**config.mk**
```make
export PLATFORM = sky130hd
export DESIGN_NAME = adc_dual_ctrl
export DESIGN_NICKNAME = d
export VERILOG_FILES = /design/src/rtl/adc_ctrl_pkg.sv /design/src/rtl/adc_sclk_gen.sv /design/src/rtl/adc_dual_capture.sv /design/src/rtl/adc_wake_timer.sv /design/src/rtl/adc_dual_ctrl.sv
export SDC_FILE = /design/constraint.sdc
export NUM_CORES = 1
export LEC_CHECK = 0
export ABC_AREA = 1
export BUFFER_PORTS_ARGS = -buffer_cell sky130_fd_sc_hd__buf_2
export CORE_ASPECT_RATIO = 1.4
export CORE_MARGIN = 10
export CORE_UTILIZATION = 46
export CTS_CLUSTER_SIZE = 8
export DETAILED_ROUTE_END_ITERATION = 10
export RECOVER_POWER = 25
export SLEW_MARGIN = 10
export SYNTH_ARGS = -nofsm -noshare
export SYNTH_HDL_FRONTEND = slang
export SYNTH_SLANG_ARGS = --single-unit
```
**constraint.sdc**
```tcl
create_clock -name clk -period 1.95 [get_ports clk]
set_input_delay 0.2925 -clock clk [delete_from_list [all_inputs] [get_ports clk]]
set_output_delay 0.2925 -clock clk [all_outputs]
set_load 0.02 [all_outputs]
```
**src/rtl/adc_ctrl_pkg.sv**
```systemverilog
package adc_ctrl_pkg;

    typedef enum logic [1:0] {
        CMD_CONVERT  = 2'd0,
        CMD_PART_PD  = 2'd1,
        CMD_FULL_PD  = 2'd2,
        CMD_WAKE     = 2'd3
    } adc_cmd_e;

    typedef enum logic [2:0] {
        ST_IDLE   = 3'd0,
        ST_BURST  = 3'd1,
        ST_HOLD   = 3'd2,
        ST_ASLEEP = 3'd3,
        ST_SETTLE = 3'd4
    } ctrl_state_e;

    typedef enum logic [1:0] {
        FR_CONV  = 2'd0,
        FR_SLEEP = 2'd1,
        FR_WAKE  = 2'd2
    } frame_e;

    localparam int unsigned FRAME_BITS = 16;
    localparam int unsigned RES_BITS   = 12;

endpackage

```
**src/rtl/adc_sclk_gen.sv**
```systemverilog
module adc_sclk_gen #(
    parameter int unsigned HALF = 2
) (
    input  logic clk,
    input  logic rst_n,
    input  logic en_i,
    output logic sclk_o,
    output logic rise_o,
    output logic fall_o
);
    localparam int unsigned CW = (HALF > 1) ? $clog2(HALF) : 1;

    logic [CW-1:0] cnt_q;
    logic          sclk_q;
    logic          term;

    assign term = (cnt_q == CW'(HALF - 1));

    always_ff @(posedge clk or negedge rst_n) begin
        if (!rst_n) begin
            cnt_q  <= '0;
            sclk_q <= 1'b0;
        end else if (!en_i) begin
            cnt_q  <= '0;
            sclk_q <= 1'b0;
        end else if (term) begin
            cnt_q  <= '0;
            sclk_q <= ~sclk_q;
        end else begin
            cnt_q  <= cnt_q + 1'b1;
        end
    end

    assign sclk_o = sclk_q;
    assign rise_o = en_i & term & ~sclk_q;
    assign fall_o = en_i & term & sclk_q;

endmodule

```
**src/rtl/adc_dual_capture.sv**
```systemverilog
module adc_dual_capture #(
    parameter int unsigned W  = 12,
    parameter int unsigned CH = 2
) (
    input  logic            clk,
    input  logic            rst_n,
    input  logic            clr_i,
    input  logic            shift_i,
    input  logic [CH-1:0]   dout_i,
    output logic [CH*W-1:0] word_o
);
    // A W-bit shifter fed with the whole frame keeps only its last W bits,
    // which discards the leading zeros ahead of the MSB.
    for (genvar g = 0; g < CH; g++) begin : g_lane
        logic [W-1:0] sh_q;
        always_ff @(posedge clk or negedge rst_n) begin
            if (!rst_n)       sh_q <= '0;
            else if (clr_i)   sh_q <= '0;
            else if (shift_i) sh_q <= {sh_q[W-2:0], dout_i[g]};
        end
        assign word_o[g*W +: W] = sh_q;
    end

endmodule

```
**src/rtl/adc_wake_timer.sv**
```systemverilog
module adc_wake_timer #(
    parameter int unsigned CYCLES = 2000
) (
    input  logic clk,
    input  logic rst_n,
    input  logic start_i,
    output logic done_o
);
    localparam int unsigned CW = $clog2(CYCLES + 1);

    logic [CW-1:0] cnt_q;
    logic          run_q;
    logic          done_q;

    always_ff @(posedge clk or negedge rst_n) begin
        if (!rst_n) begin
            cnt_q  <= '0;
            run_q  <= 1'b0;
            done_q <= 1'b0;
        end else begin
            done_q <= 1'b0;
            if (start_i) begin
                cnt_q <= '0;
                run_q <= 1'b1;
            end else if (run_q) begin
                if (cnt_q == CW'(CYCLES - 1)) begin
                    run_q  <= 1'b0;
                    done_q <= 1'b1;
                end else begin
                    cnt_q <= cnt_q + 1'b1;
                end
            end
        end
    end

    assign done_o = done_q;

endmodule

```
**src/rtl/adc_dual_ctrl.sv**
```systemverilog
module adc_dual_ctrl
    import adc_ctrl_pkg::*;
#(
    parameter int unsigned CLK_DIV    = 4,
    parameter int unsigned CLK_HZ     = 200_000_000,
    parameter int unsigned WAKE_US    = 2000,
    parameter int unsigned SLEEP_EDGE = 8,
    parameter int unsigned WAKE_EDGES = 14
) (
    input  logic                clk,
    input  logic                rst_n,
    input  logic                cmd_valid_i,
    input  logic [1:0]          cmd_i,
    input  logic                dout_a_i,
    input  logic                dout_b_i,
    output logic                cnvst_o,
    output logic                sclk_o,
    output logic [RES_BITS-1:0] res_a_o,
    output logic [RES_BITS-1:0] res_b_o,
    output logic                res_valid_o,
    output logic                busy_o,
    output logic                ready_o
);
    localparam int unsigned HALF     = CLK_DIV / 2;
    localparam int unsigned WAKE_CYC = (CLK_HZ / 1_000_000) * WAKE_US;
    localparam int unsigned MAX_E    = (WAKE_EDGES > FRAME_BITS) ? WAKE_EDGES : FRAME_BITS;
    localparam int unsigned EW       = $clog2(MAX_E + 1);
    localparam int unsigned HW       = (HALF > 1) ? $clog2(HALF) : 1;

    ctrl_state_e   state_q, state_d;
    frame_e        frame_q, frame_d;
    logic          second_q, second_d;
    logic          full_q, full_d;
    logic          awake_q, awake_d;
    logic [EW-1:0] edge_q;
    logic [HW-1:0] hold_q;
    logic [EW-1:0] limit;

    logic gen_en, rise, fall, last_fall, hold_done;
    logic timer_start, timer_done;
    logic cap_clr;
    logic [2*RES_BITS-1:0] words;

    adc_sclk_gen #(.HALF(HALF)) u_sclk (
        .clk(clk), .rst_n(rst_n), .en_i(gen_en),
        .sclk_o(sclk_o), .rise_o(rise), .fall_o(fall)
    );

    adc_dual_capture #(.W(RES_BITS), .CH(2)) u_cap (
        .clk(clk), .rst_n(rst_n), .clr_i(cap_clr),
        .shift_i(rise), .dout_i({dout_b_i, dout_a_i}), .word_o(words)
    );

    adc_wake_timer #(.CYCLES(WAKE_CYC)) u_timer (
        .clk(clk), .rst_n(rst_n), .start_i(timer_start), .done_o(timer_done)
    );

    always_comb begin
        unique case (frame_q)
            FR_CONV:  limit = EW'(FRAME_BITS);
            FR_SLEEP: limit = EW'(SLEEP_EDGE);
            FR_WAKE:  limit = EW'(WAKE_EDGES);
            default:  limit = EW'(FRAME_BITS);
        endcase
    end

    assign last_fall = (state_q == ST_BURST) && fall && (edge_q == limit);
    assign hold_done = (hold_q == HW'(HALF - 1));

    // state register and frame context
    always_ff @(posedge clk or negedge rst_n) begin
        if (!rst_n) begin
            state_q  <= ST_IDLE;
            frame_q  <= FR_CONV;
            second_q <= 1'b0;
            full_q   <= 1'b0;
            awake_q  <= 1'b1;
        end else begin
            state_q  <= state_d;
            frame_q  <= frame_d;
            second_q <= second_d;
            full_q   <= full_d;
            awake_q  <= awake_d;
        end
    end

    // next-state logic
    always_comb begin
        state_d     = state_q;
        frame_d     = frame_q;
        second_d    = second_q;
        full_d      = full_q;
        awake_d     = awake_q;
        timer_start = 1'b0;
        unique case (state_q)
            ST_IDLE: begin
                if (cmd_valid_i) begin
                    unique case (adc_cmd_e'(cmd_i))
                        CMD_CONVERT: begin
                            frame_d = FR_CONV;
                            state_d = ST_BURST;
                        end
                        CMD_PART_PD: begin
                            frame_d  = FR_SLEEP;
                            second_d = 1'b0;
                            full_d   = 1'b0;
                            awake_d  = 1'b0;
                            state_d  = ST_BURST;
                        end
                        CMD_FULL_PD: begin
                            frame_d  = FR_SLEEP;
                            second_d = 1'b1;
                            full_d   = 1'b1;
                            awake_d  = 1'b0;
                            state_d  = ST_BURST;
                        end
                        CMD_WAKE: ;
                    endcase
                end
            end
            ST_BURST: begin
                if (last_fall) state_d = ST_HOLD;
            end
            ST_HOLD: begin
                if (hold_done) begin
                    unique case (frame_q)
                        FR_CONV: state_d = ST_IDLE;
                        FR_SLEEP: begin
                            if (second_q) begin
                                second_d = 1'b0;
                                state_d  = ST_BURST;
                            end else begin
                                state_d  = ST_ASLEEP;
                            end
                        end
                        FR_WAKE: begin
                            if (full_q) begin
                                timer_start = 1'b1;
                                state_d     = ST_SETTLE;
                            end else begin
                                awake_d = 1'b1;
                                state_d = ST_IDLE;
                            end
                        end
                        default: state_d = ST_IDLE;
                    endcase
                end
            end
            ST_ASLEEP: begin
                if (cmd_valid_i && (adc_cmd_e'(cmd_i) == CMD_WAKE)) begin
                    frame_d = FR_WAKE;
                    state_d = ST_BURST;
                end
            end
            ST_SETTLE: begin
                if (timer_done) begin
                    awake_d = 1'b1;
                    full_d  = 1'b0;
                    state_d = ST_IDLE;
                end
            end
            default: state_d = ST_IDLE;
        endcase
    end

    // outputs decoded from the state register
    always_comb begin
        cnvst_o = (state_q != ST_BURST);
        gen_en  = (state_q == ST_BURST);
        cap_clr = (state_q != ST_BURST);
        busy_o  = !((state_q == ST_IDLE) || (state_q == ST_ASLEEP));
        ready_o = awake_q;
    end

    // edge and hold counters, result registers
    always_ff @(posedge clk or negedge rst_n) begin
        if (!rst_n) begin
            edge_q      <= '0;
            hold_q      <= '0;
            res_a_o     <= '0;
            res_b_o     <= '0;
            res_valid_o <= 1'b0;
        end else begin
            if (state_q != ST_BURST) edge_q <= '0;
            else if (rise)           edge_q <= edge_q + 1'b1;

            if (state_q != ST_HOLD)  hold_q <= '0;
            else                     hold_q <= hold_q + 1'b1;

            res_valid_o <= 1'b0;
            if (last_fall && (frame_q == FR_CONV)) begin
                res_a_o     <= words[0 +: RES_BITS];
                res_b_o     <= words[RES_BITS +: RES_BITS];
                res_valid_o <= 1'b1;
            end
        end
    end

endmodule

```
==> results_dict.tcl, run 1 <==
set metrics [dict create \
    drc 0 \
    dieArea_sq_mm 0.01300 \
    slew_viol_final 0 \
    wl_um 8282 \
    drv_cap 0 \
    area_growth_pct 15.43 \
    synth_cell_types 27 \
    numCtsBuffers 9 \
    clkSlewWorstSetupHoldPaths_ns 0.06 \
    synth_area_per_cell_sq_um 8.227 \
    grt_pass1_vias 3174 \
    required_ns 1.66 \
    yosysSeqAreaShare 0.5320 \
    worstPathArrival_ns 1.45 \
    clock_path_buffers 2 \
    worst_slew_pin_slew_ns 0.6537 \
    fmax_ghz 0.5752 \
    finalCriticalPeriod_ns 1.738 \
    ios 36 \
    irDropWorstVdd_mv 0.5865 \
    path_max_fanout 6 \
    clock_latency_ns 0.34 \
    cts_root_buf "clkbuf_16" \
    gp_congestion 0.8909 \
    die_h_um 131.0 \
    power_density_mw_per_mm2 1037 \
    p_leak_nw 2.321 \
    syn-num-nets 508 \
    htreeDepth 3 \
    grt_first_pass_wirelength_um 14340 \
    antenna_cells 0 \
    grt_max_degree 48 \
    crit_chain "nor3_2, inv_1, buf_2" \
    startpoint_type "register" \
    placementRows 40 \
    slowest_delay_ns 0.45 \
    regArea_sq_mm 0.002153 \
    via_count 3191 \
    rsz0062_at_grt "no" \
    grt_usage 0.1327 \
    finClkSkew_ns 0.004305 \
    synth_edf_count 0 \
    tritoncts "done" \
    viasPerCell 4.963 \
    synth.most_common_cell "nand2_1" \
    period_share 0.8915 \
    critPathKind "register to primary output" \
    synth_cells 492 \
    yosysWarnings 0 \
    dr.pass1.iters 4 \
    synth-async-reset-ratio 1.000 \
    clock-sinks 86 \
    hold_viol 0 \
    synth_largest_area_cell "dfrtp_1" \
    multi_input_area_sq_mm 0.001594 \
    crit_path_end_kind "primary output" \
    synth_top_area_frac 0.5255 \
    drt-initial-drc-count 138 \
    core_sq_mm 0.008608 \
    status "completed" \
    ys.flop_type "dfrtp_1" \
    fin_tns_setup_ns 0 \
    syn_area_sq_mm 0.004048 \
    io_buffers 35 \
    cpMaxStageDelayCell "dfrtp_1" \
    synth-seq-cells 86 \
    hold_class "input pin to register" \
    whs_ns 0.1945 \
    relSlewSlack 0.5642 \
    wl_per_cell_um 12.88 \
    ant_nets 0 \
    fillCellCount 821 \
    synthTopCellsByArea "dfrtp_1 53%, nand2_1 13%, inv_1 5.2%, nor2_1 4.8%, nand3_1 4.6%" \
    setup_viol 0 \
    drive_gt1_frac 0.1264 \
    die_w_um 99.28 \
    initial_core_util 0.4702 \
    synth_commonest_cells "139 x nand2_1, 85 x dfrtp_1, 56 x inv_1" \
    layout.nets 550 \
    grt.overflow.total 0 \
    antenna_found_initial 0 \
    detailed_place_hpwl_um 5979 \
]
[critical path, delay by kind of cell, from the launching register on]
family                 cells  cell delay, ns
and+or+nand+nor            1            0.33
buffers and inverters      2            0.32
DFF                        1            0.45
[flip-flops by register name, summed over array words and instances (netlist names), 2 cells and up]
register and cells:
edge_q 5, frame_q 2, res_a_o 12, res_b_o 12
state_q 3, u_cap.g_lane.sh_q 24, u_timer.cnt_q 19
[cells by family after synthesis]
| group | count (synthesis) | share of synthesized area |
|---|---|---|
| AOI/OAI and AO/OA | 64 | 0.08594 |
| buffers and inverters | 74 | 0.07480 |
| DFF | 86 | 0.5320 |
| adders and majority gates | 9 | 0.02782 |
| and+or+nand+nor | 246 | 0.2513 |
| xor gates and xnor gates | 13 | 0.02813 |
[layout make-up]
class / instances / share of cell area
Inverter: 59 / 0.04740
Clock inverter: 5 / 0.01285
Clock buffer: 10 / 0.05115
Tap cell: 105 / 0.02812
Sequential cell: 86 / 0.4609
Timing Repair Buffer: 46 / 0.05838
Multi-Input combinational cell: 332 / 0.3412
[per-stage QoR]
stage | total power [mW] | cells | area (sq um) | utilization | setup slack, ns
after floorplan | 2.849 | 492 | 4048 | - | 0.3295
after global placement | 3.166 | 627 | 4375 | 0.5083 | 0.1537
after detailed placement | 3.192 | 627 | 4375 | 0.5083 | 0.1310
after CTS | 4.915 | 643 | 4684 | 0.5442 | 0.1292
after global routing | 5.132 | 643 | 4672 | 0.5427 | 0.004818
final | 4.843 | 643 | 4672 | 0.5427 | 0.2115
[final timing paths]
path / start / end / slack (ns) / cells after the start
max in group asynchronous: rst_n / ready_o / 0.36 / 3
worst min-delay path: dout_b_i / u_cap.g_lane[1].sh_q[0] / 0.19 / 3
worst min register to register: u_sclk.cnt_q / u_sclk.cnt_q / 0.47 / 1
worst max register to register: u_timer.cnt_q[1] / u_timer.cnt_q[6] / 0.22 / 9
min in group asynchronous: rst_n / res_b_o[7] / 0.51 / 2
worst max-delay path: state_q[1] / cnvst_o / 0.21 / 3
[what timing repair did]
item	CTS	global route
buffers inserted	0	0
setup endpoints to repair	0	8
gates resized for setup	0	1
endpoints found under the hold margin	25	0
hold buffers	1	0
[routing by layer]
layer / track usage / part of all wire / wire length (um) / vias to the layer above
li1: - / - / - / 1657
met5: 0 / 0 / 0 / -
met2: 0.2296 / 0.49 / 4078 / 47
met3: 0.03258 / 0.044 / 361 / 13
met4: 0.06002 / 0.017 / 141 / 0
met1: 0.1512 / 0.45 / 3701 / 1474
[power by group]
| group | switching [mW] | internal (mW) | leakage [nW] | total [mW] |
|---|---|---|---|---|
| sequential | 0.109 | 1.94 | 1.19 | 2.05 |
| clock | 0.682 | 1.02 | 0.145 | 1.70 |
| combinational | 0.735 | 0.353 | 0.989 | 1.09 |
[cells in the final DEF (no fill, tap or decap), types with 2 or more instances in the layout]
cell and instances:
clkinv_4 2, buf_2 34, dfrtp_1 85, nand4_1 6
nor2_2 2, clkbuf_16 9, inv_2 2, a21oi_1 5
nor2_1 51, inv_1 56, nor3_1 6, nand2_1 139
buf_4 8, xor2_1 13, o21ai_0 16, ha_1 9
o22ai_1 20, o21ai_1 22, nand3_1 37
(Power assumes the default switching activity.)
==> run 2, diff against run 1 <==
--- a/config.mk
+++ b/config.mk
@@ -12,6 +12,7 @@
 export CORE_UTILIZATION = 46
 export CTS_CLUSTER_SIZE = 8
 export DETAILED_ROUTE_END_ITERATION = 10
+export MAX_ROUTING_LAYER = met4
 export RECOVER_POWER = 25
 export SLEW_MARGIN = 10
 export SYNTH_ARGS = -nofsm -noshare
==> run 2 against run 1 <==
Effect of this change:
- power grew 2.0%
- via count grew 0.53%
- sequential share of layout area shrank 0.14 points
- register-to-register slack is essentially flat
==> results_dict.tcl, run 2 (synthesis results as in run 1) <==
set metrics [dict create \
    status "completed" \
    antenna_found_initial 0 \
    gp_congestion 0.8972 \
    pwr-share-seq 0.416 \
    reg.largest.list "u_cap.g_lane.sh_q: 24 flops, u_timer.cnt_q: 19 flops" \
    ios 36 \
    grt_max_degree 60 \
    clock_latency_ns 0.33 \
    critPathKind "register to primary output" \
    sw_frac_of_total 0.3070 \
    path_max_fanout 6 \
    setup_viol 0 \
    power_mw 4.938 \
    grt_pass1_vias 3070 \
    clkSlewWorstSetupHoldPaths_ns 0.06 \
    cpMaxStageDelayCell "dfrtp_1" \
    relSlewSlack 0.5311 \
    cpLargestDelayFamily "flip-flops" \
    dr.pass1.iters 4 \
    irDropWorstVdd_mv 0.5470 \
    tritoncts "done" \
    fmax_ghz 0.5750 \
    period_share 0.8918 \
    rsz0062_at_grt "no" \
    layout.nets 549 \
    drc 0 \
    worst_slew_pin_slew_ns 0.7033 \
    ant_nets 0 \
    hold_viol 0 \
    crit_path_end_kind "primary output" \
    p_leak_nw 2.327 \
    crit_chain "nor3_2, inv_1, buf_2" \
    post_cts_buffers 0 \
    layout_commonest_cell "nand2_1" \
    grt_usage 0.1359 \
    worst-path-buf-inv 2 \
    viasPerCell 4.989 \
    die_w_um 99.28 \
    slowest_delay_ns 0.44 \
    placementRows 40 \
    final_cell_mix "139 x nand2_1, 85 x dfrtp_1, 56 x inv_1" \
    largest_reg_flops 24 \
    finClkSkew_ns 0.003453 \
    whs_ns 0.1981 \
    numCtsBuffers 9 \
    drv_cap 0 \
    clock-sinks 86 \
    slew_viol_final 0 \
    grt_first_pass_wirelength_um 14200 \
    fin_tns_setup_ns 0 \
    worstPathArrival_ns 1.45 \
    required_ns 1.66 \
    wl_per_cell_um 12.79 \
    pwr-share-comb 0.220 \
    antenna_cells 0 \
    hold_class "input pin to register" \
    drt-initial-drc-count 150 \
    power_density_mw_per_mm2 1054 \
    dieArea_sq_mm 0.01300 \
    dp_cells 626 \
    finalCriticalPeriod_ns 1.739 \
    via_count 3208 \
    netSwitchingPower_mw 1.516 \
    startpoint_type "register" \
    die_h_um 131.0 \
    clock_path_buffers 2 \
    drive_gt1_frac 0.1227 \
    htreeDepth 3 \
    largest-register "u_cap.g_lane.sh_q" \
    detailed_place_hpwl_um 5875 \
    clkPwrFrac 0.364 \
    initial_core_util 0.4702 \
    area_growth_pct 15.76 \
    final_area_sq_mm 0.004686 \
    core_sq_mm 0.008608 \
    io_buffers 35 \
    grt.overflow.total 0 \
    wl_um 8221 \
    p_int_mw 3.422 \
    fin_cells 643 \
    placed_cell_area_sq_mm 0.004368 \
    cts_root_buf "clkbuf_16" \
]
[run 2: cell types whose count changed in the layout (fill, tap and decap cells not counted), sizes merged]
cell      previous run  this run
clkinvlp             1         0
bufinv               1         2
[run 2: cell type report]
type	count	area, sq um
well taps	105	131.4
clock buffers	11	232.7
clock inverters	5	82.58
multi-input cells	332	1594
inverters	59	222.7
flip-flops and latches	86	2153
fillers	818	3923
repair buffers	45	269.0
[run 2: timing repair]
item / 4_1_cts / 5_1_grt
hold buffers: 1 / 0
endpoints found under the hold margin: 27 / 0
endpoints found under the setup margin: 0 / 11
gates resized for setup: 0 / 2
[run 2: metrics by stage]
stage,utilization,worst slack [ns]
after global routing,0.5443,0.02872
final,0.5443,0.2110
after floorplan,-,0.3295
after detailed placement,0.5074,0.06530
after CTS,0.5452,0.03470
after global placement,0.5074,0.1592
[run 2: path summary, 6_finish.rpt]
check / cells after the start / endpoint / slack (ns) / startpoint
max in group asynchronous: 3 / ready_o / 0.45 / rst_n
setup reg to reg: 11 / res_a_o[11] / 0.22 / frame_q[0]
hold / removal: 3 / u_cap.g_lane[0].sh_q[0] / 0.20 / dout_a_i
hold reg to reg: 1 / u_sclk.cnt_q / 0.47 / u_sclk.cnt_q
setup / recovery: 3 / cnvst_o / 0.21 / state_q[1]
min in group asynchronous: 2 / res_b_o[7] / 0.54 / rst_n
[run 2: routing by layer]
metal	track usage	vias to the layer above	routed length, um	share of wire
met5	-	-	0	0
met4	0.05579	0	95	0.012
met3	0.03468	10	358	0.044
met2	0.2243	48	4085	0.50
met1	0.1546	1501	3681	0.45
li1	-	1649	-	-
[run 2: power groups by stage]
stage,sequential [mW],clock (mW),combinational (mW)
after CTS,2.05,1.86,1.11
after floorplan,2.09,0,0.758
after global routing,2.07,1.93,1.25
after detailed placement,2.08,0,1.10
final,2.05,1.80,1.09
after global placement,2.07,0,1.09
[run 2: tightest hold or removal path: cells and delay by family]
family / cells / cell delay [ns]
and+or+nand+nor: 1 / 0.06
buffers and inverters: 1 / 0.08
AOI/OAI and AO/OA: 1 / 0.07
==> run 3, diff against run 2 <==
==> constraint.sdc (replaced) <==
create_clock -name clk -period 2.2 [get_ports clk]
set_input_delay 0.33 -clock clk [delete_from_list [all_inputs] [get_ports clk]]
set_output_delay 0.33 -clock clk [all_outputs]
set_load 0.02 [all_outputs]
==> run 3 against run 2 <==
Effect of this change:
- worst hold slack improved by 0.042 ns
- register-to-register slack better by 0.13 ns
- core utilization up 0.26 points
- wire length grew 1.7%
- power shrank 8.7%
- cell area increased by 0.48%
- flip-flop and latch count unchanged
- sequential share of layout area is 0.22 points lower
- sequential power shrank 11%
- setup slack improved by 0.14 ns
- via count is 0.31% lower
- non-clock buffer count did not move
- critical path type is now register to register
==> results_dict.tcl, run 3 (synthesis results as in run 1) <==
set metrics [dict create \
    final_area_sq_mm 0.004708 \
    core_sq_mm 0.008608 \
    period_share 0.8420 \
    clock_latency_ns 0.33 \
    p_leak_nw 2.344 \
    clkSlewWorstSetupHoldPaths_ns 0.06 \
    die_h_um 131.0 \
    final_cell_mix "139 x nand2_1, 85 x dfrtp_1, 56 x inv_1" \
    relSlewSlack 0.5326 \
    gp_congestion 0.8999 \
    grt_usage 0.1366 \
    die_w_um 99.28 \
    antenna_found_initial 0 \
    met2_usage 0.2296 \
    rsz0062_at_grt "no" \
    required_ns 2.47 \
    reg.largest.list "u_cap.g_lane.sh_q: 24 flops, u_timer.cnt_q: 19 flops" \
    top_usage_layer "met2" \
    drive_gt1_frac 0.1245 \
    grt.overflow.total 0 \
    slew_viol_final 0 \
    grt_max_degree 48 \
    finClkSkew_ns 0.005399 \
    final_util 0.5469 \
    whs_ns 0.2399 \
    io_buffers 35 \
    met3_usage 0.03363 \
    drt-initial-drc-count 132 \
    startpoint_type "register" \
    met1_usage 0.1537 \
    ant_nets 0 \
    clock_path_buffers 2 \
    fillCellCount 832 \
    fin_tns_setup_ns 0 \
    clock-sinks 86 \
    power_density_mw_per_mm2 957.6 \
    fmax_ghz 0.5398 \
    initial_core_util 0.4702 \
    placed_cell_area_sq_mm 0.004368 \
    worst_slew_pin_slew_ns 0.7011 \
    via_count 3198 \
    post_cts_buffers 0 \
    numCtsBuffers 9 \
    setup_viol 0 \
    tritoncts "done" \
    status "completed" \
    cts_root_buf "clkbuf_16" \
    finalCriticalPeriod_ns 1.852 \
    largest-register "u_cap.g_lane.sh_q" \
    hold_class "input pin to register" \
    detailed_place_hpwl_um 6056 \
    largest_reg_flops 24 \
    antenna_cells 0 \
    placementRows 40 \
    irDropWorstVdd_mv 0.4545 \
    ios 36 \
    path_max_fanout 17 \
    layout_commonest_cell "nand2_1" \
    power_mw 4.509 \
    drc 0 \
    grt_pass1_vias 3072 \
    dr.pass1.iters 4 \
    wl_per_cell_um 13.01 \
    wl_um 8363 \
    crit_path_end_kind "register" \
    critPathKind "register to register" \
    dieArea_sq_mm 0.01300 \
    htreeDepth 3 \
    area_growth_pct 16.32 \
    grt_first_pass_wirelength_um 14310 \
    layout.nets 549 \
    drv_cap 0 \
    viasPerCell 4.974 \
    hold_viol 0 \
    worstPathArrival_ns 2.12 \
]
-- run 3: changes by cell type in the layout (fill, tap and decap cells not counted), sizes merged --
cell | before | now
inv | 58 | 60
buf | 43 | 42
bufinv | 2 | 3
clkinv | 4 | 3
clkbuf | 12 | 11
-- run 3: through the flow --
stage	cells	setup slack [ns]
after floorplan	492	0.5795
after global placement	626	0.4463
after detailed placement	626	0.3505
after CTS	643	0.3259
after global routing	643	0.1067
final	643	0.3476
-- run 3: power breakdown --
group | internal, mW | switching, mW
registers | 1.72 | 0.108
logic | 0.299 | 0.640
clock network | 1.12 | 0.623
total | 3.14 | 1.37
-- run 3: final timing paths --
path | start | end | slack (ns) | depth (start not counted)
max | u_timer.cnt_q[0] | u_timer.cnt_q[1] | 0.35 | 9
max reg2reg | u_timer.cnt_q[0] | u_timer.cnt_q[1] | 0.35 | 9
max in group asynchronous | rst_n | ready_o | 0.53 | 3
min reg2reg | u_sclk.cnt_q | u_sclk.cnt_q | 0.47 | 1
min | dout_a_i | u_cap.g_lane[0].sh_q[0] | 0.24 | 3
min in group asynchronous | rst_n | res_b_o[8] | 0.58 | 2
-- run 3: metal layers --
layer / wire length [um] / vias to the layer above / part of all wire
li1: - / 1656 / -
met1: 3735 / 1497 / 0.45
met2: 4204 / 39 / 0.50
met3: 332 / 6 / 0.040
met4: 91 / 0 / 0.011
met5: 0 / - / 0
-- run 3: repair_timing --
action                                 CTS  global route
endpoints found under the hold margin   27             0
gates resized for setup                  0             0
hold buffers                             1             0
-- run 3: layout make-up --
type                            count  area, sq um  share of cell area
Tap cell                          105        131.4             0.02790
Clock inverter                      7        120.1             0.02551
Sequential cell                    86         2153              0.4573
Multi-Input combinational cell    332         1592              0.3380
Inverter                           59        221.5             0.04704
Timing Repair Buffer               45        265.3             0.05634
Clock buffer                        9        225.2             0.04783
-- run 3: worst max-delay path: stages, from the launching register on --
cell and delay, ns:
dfrtp_1 0.44, ha_1 0.30, nand3_2 0.15, nor2_2 0.21, nand3_1 0.13, nand2_1 0.08, nand2_1 0.07, inv_2 0.25
nand2_1 0.09, nand2_1 0.07
